**src/rtl/svn_pkg.sv**
```systemverilog
package svn_pkg;

   localparam int unsigned SEG_W   = 7;
   localparam int unsigned MSG_LEN = 4;

   typedef logic [SEG_W-1:0] seg_t;

   // Active-high gfedcba glyphs for hex digits.
   function automatic seg_t hex_glyph(input logic [3:0] v);
      seg_t g;
      unique case (v)
         4'h0: g = 7'h3F;
         4'h1: g = 7'h06;
         4'h2: g = 7'h5B;
         4'h3: g = 7'h4F;
         4'h4: g = 7'h66;
         4'h5: g = 7'h6D;
         4'h6: g = 7'h7D;
         4'h7: g = 7'h07;
         4'h8: g = 7'h7F;
         4'h9: g = 7'h6F;
         4'hA: g = 7'h77;
         4'hB: g = 7'h7C;
         4'hC: g = 7'h39;
         4'hD: g = 7'h5E;
         4'hE: g = 7'h79;
         default: g = 7'h71;
      endcase
      return g;
   endfunction

   // Active-high glyphs of the failure word, indexed left to right.
   function automatic seg_t msg_glyph(input int unsigned idx);
      seg_t g;
      case (idx)
         0:       g = 7'h71;   // F
         1:       g = 7'h77;   // A
         2:       g = 7'h06;   // I
         default: g = 7'h38;   // L
      endcase
      return g;
   endfunction

endpackage

```
**src/rtl/svn_scan.sv**
```systemverilog
module svn_scan #(
   parameter int unsigned DIGITS = 4,
   localparam int unsigned POS_W = (DIGITS > 1) ? $clog2(DIGITS) : 1
) (
   input  logic             clk,
   input  logic             rst,
   input  logic             run,
   input  logic             tick,
   output logic [POS_W-1:0] pos_nxt
);

   localparam logic [POS_W-1:0] LAST = POS_W'(DIGITS - 1);

   logic [POS_W-1:0] pos_q;
   logic             run_q;

   always_comb begin
      if (!run || !run_q)
         pos_nxt = '0;
      else if (tick)
         pos_nxt = (pos_q == LAST) ? '0 : pos_q + 1'b1;
      else
         pos_nxt = pos_q;
   end

   always_ff @(posedge clk) begin
      if (rst) begin
         pos_q <= '0;
         run_q <= 1'b0;
      end else begin
         pos_q <= pos_nxt;
         run_q <= run;
      end
   end

endmodule

```
**src/rtl/svn_glyph.sv**
```systemverilog
module svn_glyph
   import svn_pkg::*;
#(
   parameter int unsigned DIGITS     = 4,
   parameter bit          ACTIVE_LOW = 1'b1,
   parameter int unsigned NUM_DIGIT  = 0,
   localparam int unsigned POS_W     = (DIGITS > 1) ? $clog2(DIGITS) : 1
) (
   input  logic              msg_mode,
   input  logic [POS_W-1:0]  pos,
   input  logic [3:0]        value,
   output seg_t              seg,
   output logic [DIGITS-1:0] sel
);

   seg_t              lit;
   logic [DIGITS-1:0] pick;   // active-high one-hot, MSB = leftmost

   always_comb begin
      pick = '0;
      if (msg_mode) begin
         lit = msg_glyph(int'(pos));
         pick[DIGITS-1-int'(pos)] = 1'b1;
      end else begin
         lit = hex_glyph(value);
         pick[DIGITS-1-NUM_DIGIT] = 1'b1;
      end
   end

   generate
      if (ACTIVE_LOW) begin : g_low
         assign seg = ~lit;
         assign sel = ~pick;
      end else begin : g_high
         assign seg = lit;
         assign sel = pick;
      end
   endgenerate

endmodule

```
**src/rtl/svn_display_drv.sv**
```systemverilog
module svn_display_drv
   import svn_pkg::*;
#(
   parameter int unsigned DIGITS     = 4,
   parameter bit          ACTIVE_LOW = 1'b1,
   parameter int unsigned NUM_DIGIT  = 0
) (
   input  logic              clk,
   input  logic              rst,
   input  logic [3:0]        value,
   input  logic              fail,
   input  logic              tick,
   output logic [SEG_W-1:0]  seg_n,
   output logic [DIGITS-1:0] dig_sel_n
);

   localparam int unsigned POS_W = (DIGITS > 1) ? $clog2(DIGITS) : 1;
   localparam seg_t        SEG_OFF = ACTIVE_LOW ? {SEG_W{1'b1}} : '0;
   localparam logic [DIGITS-1:0] SEL_OFF = ACTIVE_LOW ? {DIGITS{1'b1}} : '0;

   generate
      if (DIGITS != MSG_LEN) begin : g_bad_digits
         $error("DIGITS must equal the message length");
      end
      if (NUM_DIGIT >= DIGITS) begin : g_bad_num
         $error("NUM_DIGIT out of range");
      end
   endgenerate

   logic [POS_W-1:0]  pos_nxt;
   seg_t              seg_d;
   logic [DIGITS-1:0] sel_d;

   svn_scan #(.DIGITS(DIGITS)) u_scan (
      .clk     (clk),
      .rst     (rst),
      .run     (fail),
      .tick    (tick),
      .pos_nxt (pos_nxt)
   );

   svn_glyph #(
      .DIGITS     (DIGITS),
      .ACTIVE_LOW (ACTIVE_LOW),
      .NUM_DIGIT  (NUM_DIGIT)
   ) u_glyph (
      .msg_mode (fail),
      .pos      (pos_nxt),
      .value    (value),
      .seg      (seg_d),
      .sel      (sel_d)
   );

   always_ff @(posedge clk) begin
      if (rst) begin
         seg_n     <= SEG_OFF;
         dig_sel_n <= SEL_OFF;
      end else begin
         seg_n     <= seg_d;
         dig_sel_n <= sel_d;
      end
   end

endmodule

```
**config.mk**
```make
export PLATFORM = sky130hd
export DESIGN_NAME = svn_display_drv
export DESIGN_NICKNAME = d
export VERILOG_FILES = /design/src/rtl/svn_pkg.sv /design/src/rtl/svn_scan.sv /design/src/rtl/svn_glyph.sv /design/src/rtl/svn_display_drv.sv
export SDC_FILE = /design/constraint.sdc
export NUM_CORES = 1
export LEC_CHECK = 0
export ABC_CLOCK_PERIOD_IN_PS = 2200
export BUFFER_PORTS_ARGS = -buffer_cell sky130_fd_sc_hd__clkbuf_2
export CAP_MARGIN = 5
export CORE_MARGIN = 3
export CORE_UTILIZATION = 51
export CTS_CLUSTER_DIAMETER = 200
export CTS_CLUSTER_SIZE = 25
export DETAILED_ROUTE_END_ITERATION = 8
export PLACE_DENSITY = 0.76
export SLEW_MARGIN = 40
export SYNTH_ARGS = -nofsm -noshare
export SYNTH_HDL_FRONTEND = slang
export SYNTH_SLANG_ARGS = --single-unit
```
**constraint.sdc**
```tcl
create_clock -name clk -period 2.2 [get_ports clk]
set_input_delay 0 -clock clk [delete_from_list [all_inputs] [get_ports clk]]
set_output_delay 0 -clock clk [all_outputs]
set_load 0.01 [all_outputs]
```
Yosys cells after proc, flatten, opt, wreduce, memory -nomap -nowiden
Memory sizes are Yosys's and may differ from the RTL's.
Index checks and enable logic that the tools add are counted.
{"block": "totals", "reg_bits": 14, "rom_bits": 112, "in_bits": 8, "output_inout_bits": 11, "wordCells": 28, "n_memories": 1}
{"block": "classes", "addsub": 2, "order_cmp": 2, "n_eq_ne": 3, "n_mux": 9, "n_bitwise": 2, "reduce_logical": 5}
{"name": "(name not given)", "words": 16, "word_bits": 7, "read_ports": 1, "rd_ports_with_merged_regs": 0, "wr": 0, "line_no": "svn_pkg.sv:11", "source": "unique case (v)"}
{"cell": "$ge A32 B1 Y1 const B", "count": 1}
{"cell": "$lt A32 B3 Y1 const B", "count": 1}
{"cell": "$pmux W7 S3", "count": 1}
{"cell": "$mux W7", "count": 1}
{"cell": "$not A7 Y7", "count": 1}
{"cell": "$mux W2", "count": 3}
{"cell": "$eq A2 B2 Y1 const B", "count": 2}
{"cell": "$not A4 Y4", "count": 1}
{"cell": "$mux W3", "count": 1}
{"cell": "$sub A2 B2 Y3 const A", "count": 1}
{"cell": "$add A2 B1 Y2 const B", "count": 1}
{"cell": "$demux W1 S2", "count": 1}
{"cell": "$eq A2 B1 Y1 const B", "count": 1}
{"cell": "$logic_not A1 Y1", "count": 2}
{"cell": "$logic_not A2 Y1", "count": 1}
{"cell": "$mux W1", "count": 2}
{"cell": "$logic_and A1 B1 Y1", "count": 1}
{"cell": "$logic_or A1 B1 Y1", "count": 1}

Logic depth before layout (Yosys ltp)
{"block": "logic_depth", "depth_word": 11, "depth_mapped": 8, "ltp_nobuf": 8}

Cells and area by module
From an unflattened synthesis, not the netlist that was laid out.
{"block": "hier_totals", "hier_cells": 91, "area_unflattened_um2": 868.3}
{"module": "svn_glyph", "instances": 1, "cells_each": 55, "area_each_um2": 446.7, "seq_area_each_um2": 0.0}
{"module": "svn_display_drv", "instances": 1, "cells_each": 23, "area_each_um2": 300.3, "seq_area_each_um2": 220.2}
{"module": "svn_scan", "instances": 1, "cells_each": 13, "area_each_um2": 121.4, "seq_area_each_um2": 60.1}

Worst setup path before layout
No wires, ideal clock.
{"block": "synth_path", "kind": "register to register", "from": "register u_scan.pos_q[0]", "to": "register seg_n[2]", "setup_ns": 0.120, "arrival_ns": 1.743, "required_ns": 2.080, "slack_ns": 0.337, "path_stages_with_launch": 8, "path_buffers": 0, "period_less_slack_ns": 1.863, "path_cell_list": "dfxtp_1 > ha_1 > mux2_2 > nand3_1 > ha_1 > nand2b_1 > nor4bb_1 > a211o_1"}
{"block": "synth_between", "elab_chain_len": 8, "word_cells_on_any_way": 11, "classes_between": "add/sub (1); eq/ne (3); mux (5); bitwise (1); reduce/logical (1)"}
{"item": "from (decl)", "line_no": "svn_scan.sv:14", "source": "logic [POS_W-1:0] pos_q;"}
{"item": "from (signal assigned)", "line_no": "svn_scan.sv:31", "source": "pos_q <= pos_nxt;"}
{"item": "$add A2 B1 Y2 / $eq A2 B2 Y1 (equally long branches)", "line_no": "svn_scan.sv:21", "source": "pos_nxt = (pos_q == LAST) ? '0 : pos_q + 1'b1;"}
{"item": "$mux W2", "line_no": "svn_scan.sv:21"}
{"item": "$mux W2 *", "line_no": "svn_scan.sv:20", "source": "else if (tick)"}
{"item": "$mux W2 *", "line_no": "svn_scan.sv:18", "source": "if (!run || !run_q)"}
{"item": "$eq A2 B2 Y1 (tied with other cells)", "line_no": "svn_pkg.sv:35", "source": "case (idx)"}
{"item": "$pmux W7 S3 *", "line_no": "svn_pkg.sv:35"}
{"item": "$mux W7 *", "line_no": "svn_glyph.sv:21", "source": "if (msg_mode) begin"}
{"item": "$not A7 Y7 *", "line_no": "svn_glyph.sv:32", "source": "assign seg = ~lit;"}
{"item": "to (signal assigned)", "line_no": "svn_display_drv.sv:59", "source": "seg_n <= seg_d;"}
{"item": "to (decl)", "line_no": "svn_display_drv.sv:13", "source": "output logic [SEG_W-1:0] seg_n,"}
Mark *: on every way between the ends. The rest lies on a longest branch, timed or not.
A chain may end at the register's enable or synchronous reset.

Worst setup path after layout
Same ends and word-level chain as after synthesis.

==> impl_results.md <==
- R2R Setup Slk: 0.21 ns
- Worst path depth: 7
- FF+latch count, synth: 14
- Critical path's top delay family: adder cells
- Initial antenna violation count: 0
- Syn Nets: 103
- Routed wl met2: 682 um
- Total power: 0.5410 mW
- WS Path Type: reg -> reg
- Row count: 13
- Register area share after synthesis: 33.79%
- Final ANT Viol Nets: 0
- Nets: 124
- Slew Limit Fails: 0
- Worst path max stage delay: 0.33 ns
- Largest net degree at the start of global routing: 15
- Core area: 1415 um^2
- CP dominant cell by count: ha_1
- Yosys top cell by area: dfxtp_1
- First-pass GRT wire length: 2318 um
- Starting Density: 58.62%
- Die Wd: 46.33 um
- Distinct cell type count of the synthesized netlist: 32
- Clock Skew: 0.009669 ns
- RR Endpoint: seg_n[2]
- FF-to-FF path depth: 7
- Vias in the first global route: 558
- # clock sinks: 14
- Synth area leaders: dfxtp_1 (34%), ha_1 (18%), mux2i_1 (4.8%)
- Tot GR Track Use: 15.34%
- PortBufs: 18
- Cell count after synthesis: 83
- Setup bufs post-CTS: 0
- Reg2reg start: u_scan.pos_q[0]
- Routability cong.: 0.7658
- Final Hold Fails: 0
- Commonest non-fill, non-tap cells in the layout: clkbuf_2 (18), dfxtp_1 (14), ha_1 (12), inv_1 (6), nand2_1 (5)
- Detailed Route WL: 1449 um
- Worst-path maximum fanout: 4
- Hold WC Path Type: in -> reg
- Layout cells sized above 1: 30.10%
- Unrepaired setup endpoints after global routing: no
- WP data arrival: 2.17 ns
- Crit-path cells: ha_1 > mux2_2 > nand3_1 > ha_1 > nand2b_1 > nor4bb_1 > a211o_1
- Most common cell after layout, fill and taps aside: clkbuf_2
- End-of-flow core utilization: 66.58%
- CTS tree: yes
- Worst Setup EP: seg_n[2]
- Antenna Cells: 0
- Synth warn: 0
- CP Data Required Time: 2.38 ns
- Vias: 632
- Clock buffer depth: 2
- Worst-margin pin slew: 0.3186 ns
- Setup_tns: 0 ns
- CP Launch Type: flop
- Maximum VDD drop: 0.5085 mV
- Syn_area_per_cell: 9.995 um^2
- WL met1: 656 um
- DR WL/cell: 12.28 um
- # DRC: 0
- Crit path max-delay cell type: dfxtp_1
- Top-area cell type share of the netlist area: 33.79%
- Pre-antenna DRT Iters: 4
- Pwr/cell area: 574.2 nW/um^2
- Slew Limit Headroom: 78.76%
- Post-Synthesis Cell Area: 829.5 um^2
- Fin crit period: 1.988 ns
- DRT iter0 DRCs: 8
- Depth of the worst hold-timing path: 2
- Area delta synth->final: 13.57%
- H-tree depth: 1
- Clock transition at path regs: 0.09 ns
- Fmax: 502.9 MHz
- Die height: 46.33 um
- P_leak: 0.4808 nW
- Top routing layer in use: met4
- DPL Wire Length: 1139 um
- # IOs: 19
- CP bufs+invs: 0
- Status: finished, final reports clean
- CTS Root Cell: clkbuf_4
- Max cap viols: 0
- Worst Setup SP: u_scan.pos_q[0]
- TritonCTS Buffers: 3
- Grt ovf: 0
- Post-CTS Resized: 0
- Via density: 5.356
- DIE AREA: 2146 um^2
- Setup violators final: 0
- Part of the cycle the worst path needs: 90.38%
- Critical Path Sink Type: flop
- Clock latency on the worst-skew pair: 0.28 ns
- Met3 wire length: 100 um
[cell type report]
| class | instances | area [um^2] |
|---|---|---|
| Sequential cell | 14 | 280.3 |
| Inverter | 7 | 26.28 |
| Timing Repair Buffer | 20 | 107.6 |
| Multi-Input combinational cell | 58 | 473.0 |
| Tap cell | 15 | 18.77 |
| Fill cell | 117 | 473.0 |
| Clock buffer | 4 | 36.28 |
[worst reg2reg max path, delay by kind of cell (launching register included)]
kind	cells	cell delay [ns]
AND/OR/NAND/NOR	3	0.49
multiplexers	1	0.26
AO/OA/AOI/OAI	1	0.27
adder cells (fa/ha/maj)	2	0.53
flip-flops	1	0.33
[cell families (layout without fill, tap and decap cells)]
kind of cell | count (synthesis) | in the layout | share of synthesized area, %
AO/OA/AOI/OAI | 16 | 16 | 12.82
multiplexers | 9 | 9 | 12.52
AND/OR/NAND/NOR | 21 | 21 | 13.58
adder cells (fa/ha/maj) | 12 | 12 | 18.10
flip-flops | 14 | 14 | 33.79
buffers and inverters | 11 | 31 | 9.200
[cell usage after synthesis]
master and count:
inv_2 1, nand2b_1 1, buf_12 1, nand3_1 1, o21bai_1 1, nor2b_1 2
inv_1 6, and3_2 1, o21ai_0 4, ha_1 12, o311a_1 1, mux2i_1 4
dfxtp_1 14, o21ai_2 1, nor3b_1 1, buf_4 1, a211oi_1 1, a211o_1 1
mux2_4 2, a221oi_1 1, nor4_1 1, nand3b_1 1, nor4bb_1 1, nor3_1 2
nor2_1 4, mux2_2 3, a21oi_1 2, o211ai_1 2, nand2_1 5, buf_6 2
o21ai_1 2, and3_1 1
[state kept, by name, summed over array words and instances (netlist names)]
register      cells
dig_sel_n         4
u_scan.run_q      1
u_scan.pos_q      2
seg_n             7
[layer usage]
layer,vias up,track usage [%]
met5,-,0
met4,0,5.114
met3,2,5.078
met2,25,25.55
met1,275,18.27
li1,330,-
[through the flow]
stage	instance area (um^2)	instances	setup slack [ns]	hold WS, ns
after floorplan	829.5	83	0.3374	0.07238
after global placement	895.9	113	0.2525	0.2831
after detailed placement	895.9	113	0.2170	0.2871
after CTS	942.2	118	0.2033	0.05104
after global routing	942.2	118	0.1139	0.07950
final	942.2	118	0.2115	0.05594
[repair_timing]
item                                    4_1_cts  5_1_grt
endpoints found under the hold margin         2        0
hold buffers                                  1        0
endpoints found under the setup margin        0        0
[worst min path at each step]
stage,startpoint,end,slack (ns)
3_3_place_gp,rst,u_scan.pos_q[0],0.28
4_1_cts,fail,seg_n[0],0.05
5_1_grt,fail,seg_n[0],0.08
6_report,fail,seg_n[0],0.06
3_5_place_dp,rst,u_scan.pos_q[0],0.29
2_1_floorplan,rst,u_scan.pos_q[0],0.07
[where the power goes]
group / leakage [nW] / internal [mW] / switching, mW
combinational: 0.344 / 0.0404 / 0.0496
clock: 0.0210 / 0.101 / 0.0823
sequential: 0.116 / 0.265 / 0.00302
total: 0.481 / 0.406 / 0.135
(Power assumes the default switching activity.)
